==> src/rtl/burst_sum_pkg.sv <==
package burst_sum_pkg;
  typedef enum logic [1:0] {
    ST_IDLE      = 2'd0,
    ST_ISSUE_AR  = 2'd1,
    ST_RECV_DATA = 2'd2,
    ST_DONE      = 2'd3
  } rd_state_e;

  // register word indices (byte offset / 4)
  localparam logic [3:0] IDX_CTRL  = 4'd0;
  localparam logic [3:0] IDX_STAT  = 4'd1;
  localparam logic [3:0] IDX_BASE  = 4'd2;
  localparam logic [3:0] IDX_COUNT = 4'd3;
  localparam logic [3:0] IDX_SUM   = 4'd4;
  localparam logic [3:0] IDX_CYC   = 4'd5;

  localparam logic [1:0] RESP_OKAY  = 2'b00;
  localparam logic [1:0] BURST_INCR = 2'b01;
endpackage

==> src/rtl/sum_lite_regs.sv <==
module sum_lite_regs
  import burst_sum_pkg::*;
#(
  parameter int REG_AW = 6
) (
  input  logic              clk_i,
  input  logic              rst_ni,
  input  logic [REG_AW-1:0] s_aw_addr_i,
  input  logic              s_aw_valid_i,
  output logic              s_aw_ready_o,
  input  logic [31:0]       s_w_data_i,
  input  logic [3:0]        s_w_strb_i,
  input  logic              s_w_valid_i,
  output logic              s_w_ready_o,
  output logic [1:0]        s_b_resp_o,
  output logic              s_b_valid_o,
  input  logic              s_b_ready_i,
  input  logic [REG_AW-1:0] s_ar_addr_i,
  input  logic              s_ar_valid_i,
  output logic              s_ar_ready_o,
  output logic [31:0]       s_r_data_o,
  output logic [1:0]        s_r_resp_o,
  output logic              s_r_valid_o,
  input  logic              s_r_ready_i,
  output logic              start_o,
  output logic [31:0]       base_o,
  output logic [31:0]       count_o,
  input  logic [31:0]       sum_i,
  input  logic [31:0]       cycles_i,
  input  logic              done_i,
  input  logic              err_i
);
  localparam int IDX_W = REG_AW - 2;

  logic              b_valid_q, r_valid_q;
  logic [31:0]       rdata_q, rd_mux;
  logic [31:0]       base_q, count_q;
  logic              wr_en, rd_en;
  logic [IDX_W-1:0]  wr_idx, rd_idx;
  logic              unused_lo;

  assign unused_lo = ^{s_aw_addr_i[1:0], s_ar_addr_i[1:0]};

  assign wr_idx       = s_aw_addr_i[REG_AW-1:2];
  assign rd_idx       = s_ar_addr_i[REG_AW-1:2];
  assign wr_en        = s_aw_valid_i && s_w_valid_i && !b_valid_q;
  assign rd_en        = s_ar_valid_i && !r_valid_q;
  assign s_aw_ready_o = wr_en;
  assign s_w_ready_o  = wr_en;
  assign s_ar_ready_o = rd_en;
  assign s_b_valid_o  = b_valid_q;
  assign s_b_resp_o   = RESP_OKAY;
  assign s_r_valid_o  = r_valid_q;
  assign s_r_resp_o   = RESP_OKAY;
  assign s_r_data_o   = rdata_q;
  assign base_o       = base_q;
  assign count_o      = count_q;
  assign start_o      = wr_en && (wr_idx == IDX_W'(IDX_CTRL)) && s_w_strb_i[0] && s_w_data_i[0];

  always_comb begin
    rd_mux = '0;
    case (rd_idx)
      IDX_W'(IDX_STAT):  rd_mux = {30'd0, err_i, done_i};
      IDX_W'(IDX_BASE):  rd_mux = base_q;
      IDX_W'(IDX_COUNT): rd_mux = count_q;
      IDX_W'(IDX_SUM):   rd_mux = sum_i;
      IDX_W'(IDX_CYC):   rd_mux = cycles_i;
      default:           rd_mux = '0;
    endcase
  end

  always_ff @(posedge clk_i or negedge rst_ni) begin
    if (!rst_ni) begin
      b_valid_q <= 1'b0;
      base_q    <= '0;
      count_q   <= '0;
    end else begin
      if (wr_en) b_valid_q <= 1'b1;
      else if (s_b_ready_i) b_valid_q <= 1'b0;
      if (wr_en) begin
        for (int b = 0; b < 4; b++) begin
          if (s_w_strb_i[b]) begin
            if (wr_idx == IDX_W'(IDX_BASE))  base_q[8*b +: 8]  <= s_w_data_i[8*b +: 8];
            if (wr_idx == IDX_W'(IDX_COUNT)) count_q[8*b +: 8] <= s_w_data_i[8*b +: 8];
          end
        end
      end
    end
  end

  always_ff @(posedge clk_i or negedge rst_ni) begin
    if (!rst_ni) begin
      r_valid_q <= 1'b0;
      rdata_q   <= '0;
    end else begin
      if (rd_en) begin
        r_valid_q <= 1'b1;
        rdata_q   <= rd_mux;
      end else if (s_r_ready_i) begin
        r_valid_q <= 1'b0;
      end
    end
  end

  assert_b_hold_R2: assert property (@(posedge clk_i) disable iff (!rst_ni)
    s_b_valid_o && !s_b_ready_i |=> s_b_valid_o);
  assert_r_hold_R2: assert property (@(posedge clk_i) disable iff (!rst_ni)
    s_r_valid_o && !s_r_ready_i |=> s_r_valid_o && $stable(s_r_data_o));
endmodule

==> src/rtl/sum_burst_reader.sv <==
module sum_burst_reader
  import burst_sum_pkg::*;
#(
  parameter int DATA_W      = 64,
  parameter int BURST_WORDS = 512
) (
  input  logic              clk_i,
  input  logic              rst_ni,
  input  logic              start_i,
  input  logic [31:0]       base_i,
  input  logic [31:0]       count_i,
  output logic [31:0]       m_ar_addr_o,
  output logic [7:0]        m_ar_len_o,
  output logic [2:0]        m_ar_size_o,
  output logic [1:0]        m_ar_burst_o,
  output logic              m_ar_valid_o,
  input  logic              m_ar_ready_i,
  input  logic [DATA_W-1:0] m_r_data_i,
  input  logic [1:0]        m_r_resp_i,
  input  logic              m_r_last_i,
  input  logic              m_r_valid_i,
  output logic              m_r_ready_o,
  output logic [31:0]       sum_o,
  output logic [31:0]       cycles_o,
  output logic              done_o,
  output logic              err_o
);
  localparam int LANES       = DATA_W / 32;
  localparam int BEATS       = BURST_WORDS / LANES;
  localparam int BURST_BYTES = BURST_WORDS * 4;
  localparam int BURST_SH    = $clog2(BURST_WORDS);
  localparam int SIZE_CODE   = $clog2(DATA_W / 8);

  rd_state_e   state_q;
  logic [31:0] addr_q, burst_idx_q, nburst_q, sum_q, cyc_q;
  logic [31:0] nburst_req, beat_sum;
  logic        err_q, last_burst, busy;

  logic [31:0] lane_acc [LANES+1];
  assign lane_acc[0] = '0;
  for (genvar l = 0; l < LANES; l++) begin : g_lane
    assign lane_acc[l+1] = lane_acc[l] + m_r_data_i[32*l +: 32];
  end
  assign beat_sum = lane_acc[LANES];

  assign nburst_req   = count_i >> BURST_SH;
  assign last_burst   = (burst_idx_q == nburst_q - 32'd1);
  assign busy         = (state_q == ST_ISSUE_AR) || (state_q == ST_RECV_DATA);
  assign m_ar_addr_o  = addr_q;
  assign m_ar_len_o   = 8'(BEATS - 1);
  assign m_ar_size_o  = 3'(SIZE_CODE);
  assign m_ar_burst_o = BURST_INCR;
  assign m_ar_valid_o = (state_q == ST_ISSUE_AR);
  assign m_r_ready_o  = (state_q == ST_RECV_DATA);
  assign sum_o        = sum_q;
  assign cycles_o     = cyc_q;
  assign done_o       = (state_q == ST_DONE);
  assign err_o        = err_q;

  always_ff @(posedge clk_i or negedge rst_ni) begin
    if (!rst_ni) begin
      state_q     <= ST_IDLE;
      addr_q      <= '0;
      burst_idx_q <= '0;
      nburst_q    <= '0;
      sum_q       <= '0;
      cyc_q       <= '0;
      err_q       <= 1'b0;
    end else begin
      case (state_q)
        ST_IDLE, ST_DONE: begin
          if (start_i) begin
            sum_q       <= '0;
            cyc_q       <= '0;
            err_q       <= 1'b0;
            burst_idx_q <= '0;
            nburst_q    <= nburst_req;
            addr_q      <= base_i;
            state_q     <= (nburst_req == '0) ? ST_DONE : ST_ISSUE_AR;
          end
        end
        ST_ISSUE_AR: begin
          cyc_q <= cyc_q + 32'd1;
          if (m_ar_ready_i) state_q <= ST_RECV_DATA;
        end
        ST_RECV_DATA: begin
          cyc_q <= cyc_q + 32'd1;
          if (m_r_valid_i) begin
            sum_q <= sum_q + beat_sum;
            if (m_r_resp_i != RESP_OKAY) err_q <= 1'b1;
            if (m_r_last_i) begin
              if (last_burst) begin
                state_q <= ST_DONE;
              end else begin
                burst_idx_q <= burst_idx_q + 32'd1;
                addr_q      <= addr_q + 32'(BURST_BYTES);
                state_q     <= ST_ISSUE_AR;
              end
            end
          end
        end
        default: state_q <= ST_IDLE;
      endcase
    end
  end

  assert_ar_hold_R3: assert property (@(posedge clk_i) disable iff (!rst_ni)
    m_ar_valid_o && !m_ar_ready_i |=> m_ar_valid_o && $stable(m_ar_addr_o));
  assert_chan_excl_R11: assert property (@(posedge clk_i) disable iff (!rst_ni)
    !(m_ar_valid_o && m_r_ready_o));
  assert_cyc_hold_R5: assert property (@(posedge clk_i) disable iff (!rst_ni)
    done_o && !start_i |=> $stable(cycles_o) && $stable(sum_o));
  assert_busy_start_R8: assert property (@(posedge clk_i) disable iff (!rst_ni)
    busy && start_i |=> cycles_o != '0);
  assert_err_sticky_R7: assert property (@(posedge clk_i) disable iff (!rst_ni)
    err_o && !start_i |=> err_o);
  assert_done_R6: assert property (@(posedge clk_i) disable iff (!rst_ni)
    m_r_valid_i && m_r_ready_o && m_r_last_i && last_burst |=> done_o);
endmodule

==> src/rtl/burst_sum_accel.sv <==
module burst_sum_accel #(
  parameter int REG_AW      = 6,
  parameter int DATA_W      = 64,
  parameter int BURST_WORDS = 512
) (
  input  logic              clk_i,
  input  logic              rst_ni,
  input  logic [REG_AW-1:0] s_aw_addr_i,
  input  logic              s_aw_valid_i,
  output logic              s_aw_ready_o,
  input  logic [31:0]       s_w_data_i,
  input  logic [3:0]        s_w_strb_i,
  input  logic              s_w_valid_i,
  output logic              s_w_ready_o,
  output logic [1:0]        s_b_resp_o,
  output logic              s_b_valid_o,
  input  logic              s_b_ready_i,
  input  logic [REG_AW-1:0] s_ar_addr_i,
  input  logic              s_ar_valid_i,
  output logic              s_ar_ready_o,
  output logic [31:0]       s_r_data_o,
  output logic [1:0]        s_r_resp_o,
  output logic              s_r_valid_o,
  input  logic              s_r_ready_i,
  output logic [31:0]       m_ar_addr_o,
  output logic [7:0]        m_ar_len_o,
  output logic [2:0]        m_ar_size_o,
  output logic [1:0]        m_ar_burst_o,
  output logic              m_ar_valid_o,
  input  logic              m_ar_ready_i,
  input  logic [DATA_W-1:0] m_r_data_i,
  input  logic [1:0]        m_r_resp_i,
  input  logic              m_r_last_i,
  input  logic              m_r_valid_i,
  output logic              m_r_ready_o
);
  logic        start, done, err;
  logic [31:0] base, count, sum, cycles;

  sum_lite_regs #(.REG_AW(REG_AW)) u_regs (
    .clk_i, .rst_ni,
    .s_aw_addr_i, .s_aw_valid_i, .s_aw_ready_o,
    .s_w_data_i, .s_w_strb_i, .s_w_valid_i, .s_w_ready_o,
    .s_b_resp_o, .s_b_valid_o, .s_b_ready_i,
    .s_ar_addr_i, .s_ar_valid_i, .s_ar_ready_o,
    .s_r_data_o, .s_r_resp_o, .s_r_valid_o, .s_r_ready_i,
    .start_o(start), .base_o(base), .count_o(count),
    .sum_i(sum), .cycles_i(cycles), .done_i(done), .err_i(err)
  );

  sum_burst_reader #(.DATA_W(DATA_W), .BURST_WORDS(BURST_WORDS)) u_reader (
    .clk_i, .rst_ni,
    .start_i(start), .base_i(base), .count_i(count),
    .m_ar_addr_o, .m_ar_len_o, .m_ar_size_o, .m_ar_burst_o,
    .m_ar_valid_o, .m_ar_ready_i,
    .m_r_data_i, .m_r_resp_i, .m_r_last_i, .m_r_valid_i, .m_r_ready_o,
    .sum_o(sum), .cycles_o(cycles), .done_o(done), .err_o(err)
  );
endmodule

==> config.mk <==
export PLATFORM = sky130hd
export DESIGN_NAME = burst_sum_accel
export DESIGN_NICKNAME = d
export VERILOG_FILES = /design/src/rtl/burst_sum_pkg.sv /design/src/rtl/sum_lite_regs.sv /design/src/rtl/sum_burst_reader.sv /design/src/rtl/burst_sum_accel.sv
export SDC_FILE = /design/constraint.sdc
export NUM_CORES = 1
export LEC_CHECK = 0
export CAP_MARGIN = 15
export CORE_MARGIN = 2
export CORE_UTILIZATION = 50
export CTS_CLUSTER_SIZE = 24
export DETAILED_ROUTE_END_ITERATION = 16
export HOLD_SLACK_MARGIN = 0.1
export PLACE_DENSITY = 0.85
export SYNTH_ARGS = -nofsm -noshare
export SYNTH_HDL_FRONTEND = slang
export SYNTH_HIERARCHICAL = 1
export SYNTH_SLANG_ARGS = --single-unit
export TNS_END_PERCENT = 30
==> constraint.sdc <==
create_clock -name clk_i -period 5 [get_ports clk_i]
set_clock_uncertainty 0.05 [all_clocks]
set_input_delay 1 -clock clk_i [delete_from_list [all_inputs] [get_ports clk_i]]
set_output_delay 1 -clock clk_i [all_outputs]
set_load 0.005 [all_outputs]
======== Word level (Yosys, flattened, before mapping) ========
Cells that the tools add are included.
storage, ports and cells
  word-level logic and storage cells ...... 100
  output and inout bits ................... 88
  RAM bits ................................ 0
  input port bits ......................... 124
  bits in registers ....................... 252
  memory bits (read-only) ................. 0
  memories ................................ 0
  bits in latches ......................... 0
operators by class
  $lt $le $gt $ge ......................... 0
  eq/ne operators ......................... 17
  add/sub/neg operators ................... 6
  bitwise operators ....................... 0
  reductions and logical operators ........ 30
  $mul .................................... 0
  divide/modulo/power cells ............... 0
  shift operators ......................... 0
  muxes and demuxes ....................... 29
operators by type and width
  operator                  count
  $mux W32                  9
  $pmux W32 S2              4
  $pmux W32 S5              1
  $add A32 B1 Y32 const B   2
  $add A32 B32 Y32          2
  $add A32 B12 Y32 const B  1
  $eq A32 B32 Y1            1
  $logic_not A32 Y1         1
  $reduce_and A3 Y1         9
  $sub A23 B1 Y24 const B   1
  $eq A4 B2 Y1 const B      4
  $mux W2                   6
  $eq A4 B3 Y1 const B      2
  $ne A2 B2 Y1 const B      4
  $reduce_and A4 Y1         2
  $reduce_bool A2 Y1        4
  $mux W1                   7
  $logic_and A1 B1 Y1       6
  $pmux W2 S3               1
  $reduce_and A5 Y1         1
  $eq A2 B2 Y1 const B      2
  $eq A4 B1 Y1 const B      1
  $logic_not A4 Y1          1
  $ne A2 B1 Y1 const B      2
  other kinds (6)           8

======== Longest topological paths before layout ========
  word-level depth ........................ 7
  gate-level depth with buffers ........... 14
  depth with buffers taken out ............ 12

======== By module ========
The synthesis kept the hierarchy.
by module, submodules not included
  module            sequential area each (sq um)  instances  cells each  area each (sq um)
  sum_burst_reader  3853.7                        1          1156        10440.0
  sum_lite_regs     2452.4                        1          394         4608.2

======== Worst setup path after synthesis ========
Ideal clock, no wire load.
  path kind ............................... input -> register
  start ................................... input port m_r_data_i[1]
  end ..................................... register u_reader.sum_q[31], in the netlist u_reader/sum_o[31]
  cell stages on the path ................. 12
  setup time .............................. 0.122 ns
  slack ................................... 0.834 ns
  data required time ...................... 4.828 ns
  buffers on the path ..................... 0
  arrival ................................. 3.994 ns
  cell sequence ........................... fa_1 > ha_1 > fa_1 > a211oi_1 > nor2_1 > o2111a_1 > o21ai_0 > a21oi_1 > or4b_2 > nand3_1 > mux2i_1 > nand2_1
on the way
  cells in the longest elaborated chain, start to end .. 4
ends and longest elaborated chain
  what                    RTL line                RTL
  start: declaration      burst_sum_accel.sv:31   input logic [DATA_W-1:0] m_r_data_i,
  $add A32 B32 Y32        sum_burst_reader.sv:42  assign lane_acc[l+1] = lane_acc[l] + m_r_data_i[32*l +: 32];
  $add A32 B32 Y32        sum_burst_reader.sv:89  sum_q <= sum_q + beat_sum;
  $mux W32                sum_burst_reader.sv:88  if (m_r_valid_i) begin
  $pmux W32 S2            sum_burst_reader.sv:70  case (state_q)
  end signal: assignment  sum_burst_reader.sv:89
  end: declaration        sum_burst_reader.sv:35  logic [31:0] addr_q, burst_idx_q, nburst_q, sum_q, cyc_q;
No other way between the ends. The select of a mux whose other input is x is not followed.
A chain may end at the register's enable or synchronous reset.

======== Final worst setup path ========
Same ends and word-level chain as after synthesis.

==> results.md <==
- The maximum fanout along the worst path is 3.
- The terminus of the critical flop-to-flop path is u_reader/burst_idx_q[7].
- Clock-pin slew was measured on the worst setup and hold paths at 60 ps.
- The slack of the worst reg-to-reg path is around 700 ps.
- The final count of hold timing violations is 0.
- Max-cap violations in this run came to 0.
- The library cells used most frequently in the layout, excluding fill and tap cells, are sky130_fd_sc_hd__dfrtp_1 (252), sky130_fd_sc_hd__nand2_1 (201), sky130_fd_sc_hd__clkdlybuf4s50_1 (188).
- The number of CTS-inserted buffers is 26.
- The tightest slew margin relative to the limit is between 20% and 30%.
- The total area inside the core boundary comes to roughly 30,000 um^2.
- The first-pass GRT wire length is 67,800 um.
- Walking the worst path, the cells encountered are clkdlybuf4s50_1 > fa_1 > ha_1 > fa_1 > a211oi_1 > nor2_1 > o2111a_1 > o21ai_0 > a21oi_1 > or4b_2 > nand3_1 > mux2i_1 > nand2_1.
- The peak ir drop on the vdd network is ~0.30 mV.
- The total overflow reported by the global router is 0.
- The number of library cell types mapped by synthesis is 69.
- Counting flops and latches in the post-synthesis netlist gives around 250.
- The critical path is of the input port to register type.
- The number of synthesis warnings is 6.
- The die span in x is 177 um.
- The static leakage is 8.02 nW.
- Setup repair after global routing left no endpoint under its margin.
- The cell that appears most often on the critical path is sky130_fd_sc_hd__fa_1.
- The initial core utilization is approximately 51%.
- The max-slew violation count is 0.
- In this run the critical register-to-register path is launched from u_reader/nburst_q[3].
- After detailed routing, the total wire length is 43,100 um.
- The start point of the critical path is m_r_data_i[1].
- Summed over all failing endpoints, the final setup total negative slack is 0 ps.
- The worst hold path belongs to the class register to register.
- The height of the die is 177 um.
- In the final layout, the share of cells above drive strength 1 is 10.3%.
- The endpoint type of the worst setup path is a register.
- The total routing resource utilization after global routing is 27.1%.
- The worst setup slack after placement is 123 ps.
- In this run the remaining antenna-violating nets after routing total 0.
- The placed instances occupy a cell area of about 17,000 um^2.
- From synthesis to final layout, the design area changed by 20.2%.
- The number of standard cells after synthesis is approximately 1,600.
- Detailed placement ended at an HPWL of roughly 32,000 um.
- Setup violations remaining at the end of the flow were counted as 0.
- The initial antenna violation count is 0.
- Counting I/O delays and the setup requirement, the final critical path takes between 4000 and 5000 ps.
- The detailed router finished its first iteration with between 1,000 and 1,500 violations.
- The critical path's largest stage delay is about 690 ps.
- Measured in cells, the most critical reg-to-reg path has a length of 10.
- The number of enable-type register cells in the synthesized netlist is 0.
- The area of the die is between 30,000 and 40,000 um^2.
- In the synthesized netlist the dominant register cell turns out to be sky130_fd_sc_hd__dfrtp_1.
- Clock tree synthesis found a total of about 250 sinks.
- The number of core rows is 63.
- Leaving out fill and tap cells, the most frequent cell in the layout is sky130_fd_sc_hd__dfrtp_1.
- For this run, design rule violations remaining after detail routing come to 0.
- Post-CTS timing repair inserted 0 buffers for setup.
- The fraction of the cycle the final worst path needs is 86.6%.
- The post-cts hold buffer count is 0.
- The post-route standard cell area excluding fillers is around 18,000 um^2.
- The number of detailed-route iterations in the first pass is 7.
- Summing over every cut layer, the via total after detailed routing is around 13,000.
- The highest attainable clock frequency is roughly 230 MHz.
- The CTS H-tree depth is 1.
- The average routed wire per standard cell is 20.3 um.
- The critical path launch point type is an input port.
- For the worst setup path, the data arrival time is roughly 4700 ps.
- Setup slack closes at 668 ps.
- Entering global routing, the biggest net connects a little under 100 pins.
- The critical path ends at u_reader/sum_o[31].
- The clock reaches the later pin of the worst-skew pair after 540 ps.
- The async set or reset register ratio after synthesis is between 90% and 100%.
- Data on the critical path is required at its endpoint by approximately 5400 ps.
- The post-synthesis cell area is approximately 15,000 um^2.
- In this run the power density over the cells is 486 nW/um^2.
- In this run the mean area of a mapped cell was approximately 9.7 um^2.
- The number of vias per cell is about 6.2.
- The CTS tree is built.
- The number of top-level design ports is ~210.
- The root buffer cell is sky130_fd_sc_hd__clkbuf_16.
- The sequential cell area fraction in the yosys report is between 40% and 50%.
- The last weighted congestion value of the routability-driven placer is 0.925.
- The count of cells resized by post-cts repair is 0.
- The maximum number of buffers from clock root to sink is 3.
- The slew at the pin with the worst max-slew slack is 1060 ps.
- The number of global-route vias before repair is between 10,000 and 15,000.
- The run finished with clean final reports.
- The filler cells instantiated in the layout total approximately 2,400.
- The final antenna diode count is 0.
- For this run, the post-layout net count is around 1,900.
- During placement, the flow inserted port buffers numbering 190.
- The slowest library cell on the worst path is sky130_fd_sc_hd__or4b_2.
==> final cells by class <==
type | instances | area (um^2) | area share [%]
multi-input cells | 1185 | 8180 | 45.2
well taps | 390 | 488 | 2.70
repair buffers | 217 | 2120 | 11.7
clock buffers | 41 | 758 | 4.19
flip-flops and latches | 252 | 6310 | 34.9
inverters | 31 | 116 | 0.643
clock inverters | 5 | 125 | 0.692
==> worst max-delay path, delay by kind of cell <==
family,cells,cell delay [ps]
AOI/OAI and AO/OA,4,930
adders and majority gates,3,1160
buffers and inverters,1,430
muxes,1,190
and+or+nand+nor,4,1000
==> metrics by stage <==
step / std cells / utilization, % / power, W / hold slack [ps]
5_1_grt: 2121 / 61.0 / 0.00933 / 463
6_report: 2121 / 61.0 / 0.00879 / 425
2_1_floorplan: 1564 / - / 0.00533 / 406
3_3_place_gp: 2075 / 58.1 / 0.00651 / 414
4_1_cts: 2121 / 61.0 / 0.00873 / 427
3_5_place_dp: 2075 / 58.1 / 0.00666 / 411
==> cells by family after synthesis <==
kind of cell,count (synthesis),synth area share (%)
fa+ha+maj,70,7.42
other cells,3,0.0748
compound gates,350,15.4
flops,252,41.9
simple gates,560,18.2
xor+xnor,55,3.20
buf+inv,127,4.19
mux,133,9.57
==> how the worst min path moves through the flow <==
stage	slack (ps)	endpoint	depth (start not counted)	from
3_5_place_dp	410	u_reader/m_ar_addr_o[6]	2	u_reader/m_ar_addr_o[6]
4_1_cts	430	u_reader/m_ar_addr_o[6]	2	u_reader/m_ar_addr_o[6]
2_1_floorplan	410	u_reader/m_ar_addr_o[0]	2	u_regs/base_o[0]
6_report	420	u_reader/m_ar_addr_o[6]	2	u_reader/m_ar_addr_o[6]
3_3_place_gp	410	u_reader/m_ar_addr_o[3]	2	u_reader/m_ar_addr_o[3]
5_1_grt	460	u_reader/m_ar_addr_o[2]	2	u_reader/m_ar_addr_o[2]
==> synthesized netlist by cell type, types with 24 or more instances <==
cell type,n,area (um^2)
sky130_fd_sc_hd__inv_1,31,116
sky130_fd_sc_hd__dfrtp_1,252,6310
sky130_fd_sc_hd__fa_1,32,641
sky130_fd_sc_hd__a21oi_1,35,175
sky130_fd_sc_hd__nand3_1,71,355
sky130_fd_sc_hd__xnor2_1,35,307
sky130_fd_sc_hd__ha_1,38,475
sky130_fd_sc_hd__clkbuf_1,48,180
sky130_fd_sc_hd__nor2_1,89,334
sky130_fd_sc_hd__mux2_2,87,980
sky130_fd_sc_hd__nor3_1,25,125
sky130_fd_sc_hd__mux2i_1,46,460
sky130_fd_sc_hd__a22o_1,24,210
sky130_fd_sc_hd__buf_4,24,180
sky130_fd_sc_hd__a221oi_1,30,263
sky130_fd_sc_hd__nand2_1,201,754
sky130_fd_sc_hd__and3_1,33,206
sky130_fd_sc_hd__o21ai_0,118,591
==> registers in the layout (all words and copies together) (netlist names) <==
signal and flops:
u_reader/burst_idx_q 32, u_reader/cycles_o 32, u_reader/err_o 1, u_reader/m_ar_addr_o 32, u_reader/nburst_q 23, u_reader/state_q 2, u_reader/sum_o 32, u_regs/base_o 32
u_regs/count_o 32, u_regs/s_b_valid_o 1, u_regs/s_r_data_o 32, u_regs/s_r_valid_o 1
==> power by group <==
part	switching, W	internal, W	total (W)
logic	0.00220	0.00160	0.00381
clock network	0.000806	0.00124	0.00205
registers	0.000505	0.00243	0.00294
==> layer usage <==
metal  part of all wire (%)  vias up  GRT usage (%)
li1                       -     5932              -
met1                     41     6490           36.1
met2                     48      606           45.6
met3                    6.6       97           3.53
met4                    3.7        0           9.63
met5                      0        -              0
No activity file was read; power rests on OpenSTA's default activity.
